<file path="src/rtl/clkser_pkg.sv">
package clkser_pkg;

    typedef enum logic [1:0] {
        RX_IDLE,
        RX_DATA,
        RX_DEST,
        RX_HOLD
    } rx_state_e;

    typedef enum logic [1:0] {
        TX_IDLE,
        TX_START,
        TX_DATA,
        TX_DEST
    } tx_state_e;

endpackage

</file>
<file path="src/rtl/clkser_route.sv">
// Resolves the requested channel against the enables: 1 = channel B.
module clkser_route (
    input  logic dest,
    input  logic en_a,
    input  logic en_b,
    output logic to_b
);
    always_comb begin
        if (dest) begin
            to_b = en_b;
        end else begin
            to_b = ~en_a;
        end
    end
endmodule

</file>
<file path="src/rtl/clkser_rx.sv">
module clkser_rx
    import clkser_pkg::*;
#(
    parameter int unsigned DATA_W = 8
) (
    input  logic              clk,
    input  logic              rst_n,
    input  logic              link_en,
    input  logic              bit_tick,
    input  logic              sdi,
    input  logic              tx_busy,
    input  logic              en_a,
    input  logic              en_b,
    input  logic              rx_ready,
    output logic [DATA_W-1:0] rx_data,
    output logic              rx_valid_a,
    output logic              rx_valid_b,
    output logic              rx_idle
);
    localparam int unsigned CNT_W = (DATA_W > 1) ? $clog2(DATA_W) : 1;
    localparam logic [CNT_W-1:0] LAST_BIT = CNT_W'(DATA_W - 1);

    rx_state_e         state_q, state_d;
    logic [CNT_W-1:0]  cnt_q;
    logic [DATA_W-1:0] shift_q;
    logic              to_b;

    clkser_route u_route (
        .dest (sdi),
        .en_a (en_a),
        .en_b (en_b),
        .to_b (to_b)
    );

    always_comb begin
        state_d = state_q;
        if (!link_en) begin
            state_d = RX_IDLE;
        end else begin
            unique case (state_q)
                RX_IDLE: if (bit_tick && !sdi && !tx_busy) state_d = RX_DATA;
                RX_DATA: if (bit_tick && cnt_q == LAST_BIT) state_d = RX_DEST;
                RX_DEST: if (bit_tick) state_d = RX_HOLD;
                RX_HOLD: if (rx_ready) state_d = RX_IDLE;
                default: state_d = RX_IDLE;
            endcase
        end
    end

    always_ff @(posedge clk) begin
        if (!rst_n) begin
            state_q <= RX_IDLE;
        end else begin
            state_q <= state_d;
        end
    end

    always_ff @(posedge clk) begin
        if (!rst_n) begin
            cnt_q      <= '0;
            shift_q    <= '0;
            rx_data    <= '0;
            rx_valid_a <= 1'b0;
            rx_valid_b <= 1'b0;
        end else begin
            rx_valid_a <= 1'b0;
            rx_valid_b <= 1'b0;
            if (link_en && bit_tick) begin
                unique case (state_q)
                    RX_IDLE: cnt_q <= '0;
                    RX_DATA: begin
                        shift_q <= {sdi, shift_q[DATA_W-1:1]};
                        cnt_q   <= cnt_q + 1'b1;
                    end
                    RX_DEST: begin
                        rx_data    <= shift_q;
                        rx_valid_b <= to_b;
                        rx_valid_a <= ~to_b;
                    end
                    RX_HOLD: cnt_q <= '0;
                    default: cnt_q <= '0;
                endcase
            end
        end
    end

    assign rx_idle = (state_q == RX_IDLE);

endmodule

</file>
<file path="src/rtl/clkser_tx.sv">
module clkser_tx
    import clkser_pkg::*;
#(
    parameter int unsigned DATA_W = 8
) (
    input  logic              clk,
    input  logic              rst_n,
    input  logic              link_en,
    input  logic              bit_tick,
    input  logic              sdi,
    input  logic              rx_idle,
    input  logic              tx_valid,
    input  logic [DATA_W-1:0] tx_data,
    input  logic              tx_dest,
    output logic              sdo,
    output logic              tx_done,
    output logic              tx_busy,
    output logic              tx_idle
);
    localparam int unsigned CNT_W = (DATA_W > 1) ? $clog2(DATA_W) : 1;
    localparam logic [CNT_W-1:0] LAST_BIT = CNT_W'(DATA_W - 1);

    tx_state_e         state_q, state_d;
    logic [CNT_W-1:0]  cnt_q;
    logic [DATA_W-1:0] shift_q;
    logic              dest_q;
    logic              launch;

    // Launch only on a high sample: a low sample on the same edge belongs to the receiver.
    assign launch = bit_tick && link_en && rx_idle && tx_valid && sdi && (state_q == TX_IDLE);

    always_comb begin
        state_d = state_q;
        if (!link_en) begin
            state_d = TX_IDLE;
        end else begin
            unique case (state_q)
                TX_IDLE:  if (launch) state_d = TX_START;
                TX_START: if (bit_tick) state_d = sdi ? TX_DATA : TX_IDLE;
                TX_DATA:  if (bit_tick && cnt_q == LAST_BIT) state_d = TX_DEST;
                TX_DEST:  if (bit_tick) state_d = TX_IDLE;
                default:  state_d = TX_IDLE;
            endcase
        end
    end

    always_ff @(posedge clk) begin
        if (!rst_n) begin
            state_q <= TX_IDLE;
        end else begin
            state_q <= state_d;
        end
    end

    always_ff @(posedge clk) begin
        if (!rst_n) begin
            sdo     <= 1'b1;
            tx_done <= 1'b0;
            cnt_q   <= '0;
            shift_q <= '0;
            dest_q  <= 1'b0;
        end else begin
            tx_done <= 1'b0;
            if (!link_en) begin
                sdo <= 1'b1;
            end else if (bit_tick) begin
                unique case (state_q)
                    TX_IDLE: begin
                        if (launch) begin
                            sdo     <= 1'b0;
                            shift_q <= tx_data;
                            dest_q  <= tx_dest;
                        end
                    end
                    TX_START: begin
                        if (!sdi) begin
                            sdo <= 1'b1;
                        end else begin
                            sdo     <= shift_q[0];
                            shift_q <= shift_q >> 1;
                            cnt_q   <= '0;
                        end
                    end
                    TX_DATA: begin
                        if (cnt_q == LAST_BIT) begin
                            sdo <= dest_q;
                        end else begin
                            sdo     <= shift_q[0];
                            shift_q <= shift_q >> 1;
                        end
                        cnt_q <= cnt_q + 1'b1;
                    end
                    TX_DEST: begin
                        sdo     <= 1'b1;
                        tx_done <= 1'b1;
                    end
                    default: sdo <= 1'b1;
                endcase
            end
        end
    end

    assign tx_busy = (state_q == TX_DATA) || (state_q == TX_DEST);
    assign tx_idle = (state_q == TX_IDLE);

endmodule

</file>
<file path="src/rtl/clkser_link.sv">
module clkser_link #(
    parameter int unsigned DATA_W = 8
) (
    input  logic              clk,
    input  logic              rst_n,
    input  logic              en_a,
    input  logic              en_b,
    input  logic              sclk_rise,
    input  logic              sdi,
    output logic              sdo,
    output logic              cts,
    output logic [DATA_W-1:0] rx_data,
    output logic              rx_valid_a,
    output logic              rx_valid_b,
    input  logic              rx_ready,
    input  logic              tx_valid,
    input  logic [DATA_W-1:0] tx_data,
    input  logic              tx_chan,
    output logic              tx_done
);
    logic link_en;
    logic rx_idle;
    logic tx_busy;
    logic tx_idle;
    logic tx_dest;

    assign link_en = en_a | en_b;

    clkser_route u_tx_route (
        .dest (tx_chan),
        .en_a (en_a),
        .en_b (en_b),
        .to_b (tx_dest)
    );

    clkser_rx #(.DATA_W(DATA_W)) u_rx (
        .clk        (clk),
        .rst_n      (rst_n),
        .link_en    (link_en),
        .bit_tick   (sclk_rise),
        .sdi        (sdi),
        .tx_busy    (tx_busy),
        .en_a       (en_a),
        .en_b       (en_b),
        .rx_ready   (rx_ready),
        .rx_data    (rx_data),
        .rx_valid_a (rx_valid_a),
        .rx_valid_b (rx_valid_b),
        .rx_idle    (rx_idle)
    );

    clkser_tx #(.DATA_W(DATA_W)) u_tx (
        .clk      (clk),
        .rst_n    (rst_n),
        .link_en  (link_en),
        .bit_tick (sclk_rise),
        .sdi      (sdi),
        .rx_idle  (rx_idle),
        .tx_valid (tx_valid),
        .tx_data  (tx_data),
        .tx_dest  (tx_dest),
        .sdo      (sdo),
        .tx_done  (tx_done),
        .tx_busy  (tx_busy),
        .tx_idle  (tx_idle)
    );

    assign cts = link_en & rx_idle & tx_idle;

endmodule

</file>
<file path="config.mk">
export PLATFORM = sky130hd
export DESIGN_NAME = clkser_link
export DESIGN_NICKNAME = d
export VERILOG_FILES = /design/src/rtl/clkser_pkg.sv /design/src/rtl/clkser_route.sv /design/src/rtl/clkser_rx.sv /design/src/rtl/clkser_tx.sv /design/src/rtl/clkser_link.sv
export SDC_FILE = /design/constraint.sdc
export NUM_CORES = 1
export LEC_CHECK = 0
export ABC_AREA = 1
export BUFFER_PORTS_ARGS = -buffer_cell sky130_fd_sc_hd__buf_2
export CORE_MARGIN = 3
export CORE_UTILIZATION = 50
export DETAILED_ROUTE_END_ITERATION = 10
export GPL_ROUTABILITY_DRIVEN = 0
export PLACE_DENSITY = 0.83
export REMOVE_ABC_BUFFERS = 1
export SETUP_SLACK_MARGIN = 0.3
export SYNTH_ARGS = -nofsm -noshare
export SYNTH_HDL_FRONTEND = slang
export SYNTH_SLANG_ARGS = --single-unit
</file>
<file path="constraint.sdc">
create_clock -name clk -period 3 [get_ports clk]
set_input_delay 0.15 -clock clk [delete_from_list [all_inputs] [get_ports clk]]
set_output_delay 0.15 -clock clk [all_outputs]
set_load 0.05 [all_outputs]
</file>
==> results of run 1 <==
[final cells by class]
class | count | area [um^2]
clock buffer | 5 | 68.8
clock inverter | 3 | 43.8
fill | 328 | 1330
inverter | 20 | 75.1
multi-input combinational | 185 | 1010
sequential | 39 | 781
tap | 46 | 57.6
timing repair buffer | 30 | 153
[per-layer routing]
metal  track usage, %  share of wire, %
met5                0                 0
met4             7.44               1.5
met3             5.25               6.3
met2             27.8                44
met1             24.0                48
[state kept, by name, summed over array words and instances, names as in the netlist, named ones only]
register,flops
u_tx.cnt_q,3
u_tx.dest_q,1
u_tx.shift_q,8
u_rx.cnt_q,3
u_rx.shift_q,8
u_tx.sdo,1
u_tx.tx_done,1
u_tx.state_q,1
u_rx.rx_valid_a,1
u_rx.state_q,2
u_rx.rx_data,8
u_rx.rx_valid_b,1
[worst register-to-register path, stage by stage, from the launching register on]
cell	delay, ns
dfxtp_1	0.33
inv_1	0.15
ha_1	0.21
nand2_1	0.06
nor2_1	0.12
nand2_1	0.07
nand2_1	0.46
nand3_1	0.17
nand2_1	0.09
inv_1	0.04
nor2_1	0.08
[cells by family after synthesis]
group	synth area share (%)
simple gates	27.5
compound gates	12.1
flops	40.5
buf+inv	7.08
fa+ha+maj	9.09
mux	3.64
[how the worst max path moves through the flow]
stage                    start       end  slack [ns]  cells after the start
2_1_floorplan  u_rx.state_q[0]  register        1.45                     10
3_3_place_gp   u_rx.state_q[1]  u_tx.sdo        1.29                      9
3_5_place_dp   u_rx.state_q[0]  register        1.22                     10
4_1_cts        u_rx.state_q[0]  register        1.21                     10
5_1_grt        u_rx.state_q[0]  register        0.99                     10
6_report       u_rx.state_q[0]  register        1.19                     10
[synth_stat cells]
library cell,count
buf_2,1
a21oi_4,1
nor2_2,1
a21oi_1,33
nand2_2,2
nand4_1,3
o211a_1,1
nand3_1,35
inv_1,18
nor2_4,1
nand3b_1,1
dfxtp_1,39
nor2_1,16
inv_2,2
nand2_1,59
nor3_1,2
clkbuf_1,6
o21ai_0,7
buf_6,1
a211oi_1,1
mux2i_1,7
buf_4,3
ha_1,14
nor3b_1,1
[power breakdown]
group	leakage, nW	internal, W	switching, W
clock network	0.0581	0.000248	0.000191
logic	0.587	0.000112	0.000239
registers	0.315	0.000547	0.0000212
[through the flow]
step	hold slack [ns]	total power [W]	area, um^2	setup WS [ns]
finish	0.152	0.00136	2190	1.19
global route	0.154	0.00144	2190	0.989
CTS	0.148	0.00137	2190	1.21
detailed placement	0.445	0.000928	2080	1.22
global placement	0.441	0.000923	2080	1.29
floorplan	0.271	0.000845	1870	1.45
==> flow_summary_export.csv, run 1 <==
group,metric,value,unit
grt,grt-ovfl-total,0,
hold_path,hold_end,"u_rx.shift_q[7]",
synthesis,synthesis.instances,255,
die,die_area,4630,um^2
hold_path,min_delay_src,"sdi",
cells_and_area,final_cell_mix,"59 x nand2_1, 39 x dfxtp_1, 35 x nand3_1, 33 x a21oi_1, 29 x buf_2",
setup_path,critical_path_required,3.24,ns
cells_and_area,antenna-diode-count,0,
timing,finalSetupViolations,0,
cts,cts_root_buffer,"clkbuf_8",
setup_path,worst-path-buf-inv,2,
timing,hold_violations,0,
timing,period_minus_slack,1.81,ns
cells_and_area,final_util,62.2,%
route,via_count,1686,
cts,clock_insertion_delay_worst_skew,0.30,ns
cells_and_area,design.final.nets,312,
cts,post_cts_hold_buffer_count,0,
timing,tns_setup,0,ns
route,drt_drc_violations_left,0,
timing,maxSlewHeadroom,51.8,%
cts,cts_num_sinks,39,
synthesis,post_synthesis_cell_area,1930,um^2
timing,worstMarginPinSlew,0.723,ns
hold_path,kind_of_path_behind_the_tightest_hold_check,"primary input to register",
place,place.port_buffers,29,
setup_path,worst-r2r-cell-count,10,
setup_path,crit_path_max_incr_delay,0.46,ns
cts,cts_made_buffers,5,
cells_and_area,final_cell_count_no_fill,328,
timing,report.final.slew_viol_count,0,
grt,grt_pass1_vias,1484,
synthesis,post_synth_num_cell_types,24,
cts,post_cts_resize_count,0,
cts,cts-root-to-sink-buffers,2,
setup_path,critPathKind,"register to register",
route,route.detailed.wl_per_inst,11.7,um
route,number_of_vias_per_cell_after_detailed_routing,5.14,
power,power.ir.vdd_worst,0.415,mV
timing,clock_skew,0.0112,ns
power,reported_leakage_power,0.960,nW
die,rows,21,
power,power.density,621,nW/um^2
setup_path,reg_to_reg_setup_timing_slack,1.19,ns
setup_path,worst_path_dominant_cell_family,"simple AND/OR/NAND/NOR gates",
setup_path,end_kind,"register",
cts,cts_setup_buffers,0,
status,run_status,"finished, final reports clean",
route,initialDrtViolationCount,140,
setup_path,library_cell_appearing_most_often_on_the_critical_path,"nand2_1",
setup_path,r2r_start,"u_rx.state_q[0]",
cts,cts_max_level,2,
synthesis,syn-mean-instance-area,7.56,um^2
synthesis,postSynthRegisterBits,39,
cells_and_area,layout-area-overhead-vs-synth,13.6,%
die,start_util,54.7,%
grt,initial_antenna_violation_count,0,
synthesis,synth_largest_area_cell,"dfxtp_1",
synthesis,netlist.area_leader.share,40.5,%
setup_path,critPathLaunchType,"register",
place,dp_hpwl,2760,um
route,routed_wl,3820,um
place,place.detailed.instances,320,
die,chipHeight,68.1,um
job,max_cap_viols,0,
cells_and_area,drive_gt1_share,16.0,%
cells_and_area,layout.cells.most_common,"nand2_1",
timing,final.period_utilization,60.5,%
setup_path,worstPathArrival,2.05,ns
setup_path,slowest_stage,"nand2_1",
die,dieWidth,68.1,um
grt,grt_start_max_net_pins,25,
route,drt_pass1_iterations,4,
timing,fmaxAchievable,0.551,GHz
synthesis,yosysSeqAreaShare,40.5,%
cts,clock_pin_slew_on_the_worst_setup_and_hold_paths,0.08,ns
synthesis,yosys_warnings,0,
grt,gr-usage-all-layers,18.2,%
setup_path,path_max_fanout,21,
synthesis,ys_top_cells_by_area,"dfxtp_1 41%, nand2_1 11%, ha_1 9.1%",
setup_path,critical_path.cell_chain,"inv_1 > ha_1 > nand2_1 > nor2_1 > nand2_1 > nand2_1 > nand3_1 > nand2_1 > inv_1 > nor2_1",
timing,grt_setup_unrepaired,"false",
cts,cts_tree,"done",
die,core_area,3520,um^2
grt,grt_pass1_wl,6400,um
hold_path,min_path_cells,3,
die,num_io_pins,30,
route,drt.antenna.violating_nets,0,
(Power assumes the default switching activity.)
==> inputs of run 2 (changes only) <==
--- a/config.mk
+++ b/config.mk
@@ -5,13 +5,13 @@
 export SDC_FILE = /design/constraint.sdc
 export NUM_CORES = 1
 export LEC_CHECK = 0
-export ABC_AREA = 1
+export ABC_AREA = 0
 export BUFFER_PORTS_ARGS = -buffer_cell sky130_fd_sc_hd__buf_2
 export CORE_MARGIN = 3
 export CORE_UTILIZATION = 50
 export DETAILED_ROUTE_END_ITERATION = 10
 export GPL_ROUTABILITY_DRIVEN = 0
-export PLACE_DENSITY = 0.83
+export PLACE_DENSITY = 0.82
 export REMOVE_ABC_BUFFERS = 1
 export SETUP_SLACK_MARGIN = 0.3
 export SYNTH_ARGS = -nofsm -noshare
==> constraint.sdc (replaced) <==
create_clock -name clk -period 1.8 [get_ports clk]
set_input_delay 0.09 -clock clk [delete_from_list [all_inputs] [get_ports clk]]
set_output_delay 0.09 -clock clk [all_outputs]
set_load 0.05 [all_outputs]
==> run 2 against run 1 <==
Net effect:
- the run now ends with setup timing left
- register-to-register slack worse by 1.2 ns
- flip-flop and latch count unchanged
- cell area up 16%
- sequential share of layout area down 4.5 points
- largest power group unchanged
- highest routed layer unchanged
==> flow_summary_export.csv, run 2 <==
group,metric,value,unit
timing,setup_ws,-0.0116,ns
route,route.detailed.wl_per_inst,14.3,um
synthesis,synth.top_cells.by_count,"39 x dfxtp_1, 37 x nand2_1, 21 x a21boi_0",
power,clockPowerShare,31.0,%
synthesis,netlist.area_leader.share,39.4,%
power,switching_power_share_of_the_total,27.8,%
cts,cts_root_buffer,"clkbuf_8",
power,power.density,725,nW/um^2
route,initialDrtViolationCount,99,
grt,grt_start_max_net_pins,41,
cts,clock_pin_slew_on_the_worst_setup_and_hold_paths,0.07,ns
synthesis,most_repeated_cell_in_the_gate_level_netlist_after_synthesis,"dfxtp_1",
place,place.port_buffers,29,
setup_path,critical_path.cell_chain,"ha_2 > or4b_4 > a2111oi_4 > mux2i_1 > nor2_1",
timing,hold_violations,0,
cells_and_area,antenna-diode-count,0,
setup_path,critical_path_required,1.96,ns
timing,worstMarginPinSlew,0.838,ns
place,dp_hpwl,2870,um
timing,grt_setup_unrepaired,"true",
setup_path,critPathLaunchType,"register",
synthesis,synth-edff-count,0,
synthesis,post_synthesis_cell_area,1980,um^2
grt,grt_pass1_wl,7010,um
grt,gr-usage-all-layers,19.8,%
synthesis,synthesis.instances,218,
cts,cts_max_level,2,
route,drt.antenna.violating_nets,0,
status,violations_in_the_final_reports,"setup timing",
route,routed_wl,4420,um
synthesis,synth_largest_area_cell,"dfxtp_1",
die,dieWidth,69.0,um
cells_and_area,num-fill-cells,302,
die,die_area,4760,um^2
hold_path,kind_of_path_behind_the_tightest_hold_check,"primary input to register",
power,power.ir.vdd_worst,0.448,mV
timing,clock_skew,0.00433,ns
setup_path,worst_path_dominant_cell_family,"simple AND/OR/NAND/NOR gates",
power,comb_power_share,20.1,%
die,num_io_pins,30,
timing,finalSetupViolations,1,
setup_path,slowest_stage,"or4b_4",
die,rows,22,
route,wirelength_met1,1830,um
cts,clock_insertion_delay_worst_skew,0.29,ns
cells_and_area,layout-area-overhead-vs-synth,27.6,%
grt,grt_pass1_vias,1529,
grt,grt-ovfl-total,0,
timing,report.final.slew_viol_count,0,
cells_and_area,final_util,67.6,%
route,drt_pass1_iterations,5,
cells_and_area,drive_gt1_share,32.7,%
synthesis,yosys_warnings,0,
timing,fmaxAchievable,0.552,GHz
power,sequentialPowerShare,48.9,%
timing,final.period_utilization,101,%
timing,maxSlewHeadroom,43.7,%
route,number_of_vias_per_cell_after_detailed_routing,5.37,
synthesis,ys_top_cells_by_area,"dfxtp_1 39%, ha_1 8.8%, a21boi_0 7.9%",
power,reported_leakage_power,1.04,nW
synthesis,ys_async_sr_fraction,0,%
setup_path,worstPathArrival,1.97,ns
cts,cts_num_sinks,39,
cells_and_area,final_cell_mix,"35 x nand2_1, 35 x dfxtp_1, 28 x buf_2, 20 x a21boi_0, 18 x nand3_1",
synthesis,yosysSeqAreaShare,39.4,%
setup_path,path_max_fanout,3,
setup_path,critPathKind,"register to register",
synthesis,syn-mean-instance-area,9.10,um^2
route,dr_wl_met3,308,um
die,core_area,3740,um^2
timing,period_minus_slack,1.81,ns
die,chipHeight,69.0,um
job,max_cap_viols,0,
synthesis,yosys_most_used_dff,"dfxtp_1",
power,power.internal,0.00132,W
cts,cts-root-to-sink-buffers,2,
route,via_count,1655,
power,net-switching-power,0.000511,W
cells_and_area,design.final.nets,290,
status,run_status,"complete, but fails checks",
cells_and_area,biggestRegsByFlops,"u_rx.rx_data (8), u_rx.shift_q (8), u_tx.shift_q (8)",
route,top_signal_layer_used,"met4",
synthesis,post_synth_num_cell_types,31,
die,start_util,53.0,%
cts,cts_made_buffers,5,
cts,cts_tree,"done",
synthesis,postSynthRegisterBits,39,
cells_and_area,finish.instance_area,2530,um^2
place,dpl-instance-area,2240,um^2
timing,hold_ws,0.0616,ns
route,drt_drc_violations_left,0,
setup_path,worst-path-buf-inv,0,
route,detailroute.wirelength.met2,2220,um
setup_path,end_kind,"register",
setup_path,crit_path_max_incr_delay,0.54,ns
grt,initial_antenna_violation_count,0,
[run 2: cell count changes after synthesis, moves of 3 or more]
cell / previous run / this run
a21oi_1: 33 / 2
mux2i_1: 7 / 15
inv_1: 18 / 6
a21boi_0: 0 / 21
a211oi_1: 1 / 4
nand4_1: 3 / 0
mux2_2: 0 / 7
nor2b_1: 0 / 9
nand3_1: 35 / 19
nand2_1: 59 / 37
nor2_1: 16 / 7
clkbuf_1: 6 / 10
o21ai_1: 0 / 3
[run 2: layout make-up]
type                    count  area [um^2]  share of cell area [%]
inverters                   6         27.5                    1.09
clock inverters             2         12.5                   0.494
well taps                  48         60.1                    2.37
clock buffers               6         72.6                    2.87
multi-input cells         162         1270                    50.4
flip-flops and latches     39          788                    31.1
repair buffers             45          295                    11.7
[run 2: worst paths after layout]
kind                   start               to  slack [ns]  cells after the start
min               tx_data[7]  u_tx.shift_q[7]        0.06                      3
max reg2reg         register  u_rx.state_q[1]       -0.01                      5
max                 register  u_rx.state_q[1]       -0.01                      5
min reg2reg  u_rx.rx_data[1]  u_rx.rx_data[1]        0.46                      2
[run 2: what timing repair did]
action	CTS	global route
setup buffers	0	3
pin swaps	5	7
setup endpoints to repair	21	24
resized for setup	24	19
hold buffers	0	0
[run 2: cell families after synthesis]
| group | count (synthesis) | share of synthesized area (%) |
|---|---|---|
| mux | 22 | 11.5 |
| compound gates | 44 | 17.0 |
| flops | 39 | 39.4 |
| simple gates | 82 | 19.8 |
| fa+ha+maj | 14 | 8.83 |
| buf+inv | 17 | 3.41 |
[run 2: power by group through the flow]
stage | sequential, W | combinational, W | clock [W]
after detailed placement | 0.000913 | 0.000301 | 0
after floorplan | 0.000916 | 0.000190 | 0
final | 0.000897 | 0.000369 | 0.000568
after CTS | 0.000895 | 0.000330 | 0.000583
after global routing | 0.000900 | 0.000402 | 0.000628
after global placement | 0.000913 | 0.000294 | 0
[run 2: routing by layer]
layer / global-route usage, % / up-vias
met5: 0 / -
met4: 7.79 / 0
met3: 5.67 / 5
li1: - / 841
met1: 25.6 / 761
met2: 31.0 / 48
[run 2: stage by stage]
step / setup slack, ns / total power, W / cells / TNS, ns
after floorplan: -0.260 / 0.00111 / 207 / -0.427
after global placement: -0.116 / 0.00121 / 297 / -0.916
after detailed placement: -0.147 / 0.00121 / 297 / -1.11
after CTS: -0.00512 / 0.00181 / 305 / -0.00512
after global routing: -0.0931 / 0.00193 / 308 / -0.161
final: -0.0116 / 0.00183 / 308 / -0.0116
[run 2: tightest hold or removal path, stage by stage]
cell and delay [ns]:
buf_2 0.10, nand3b_1 0.07, mux2i_1 0.05
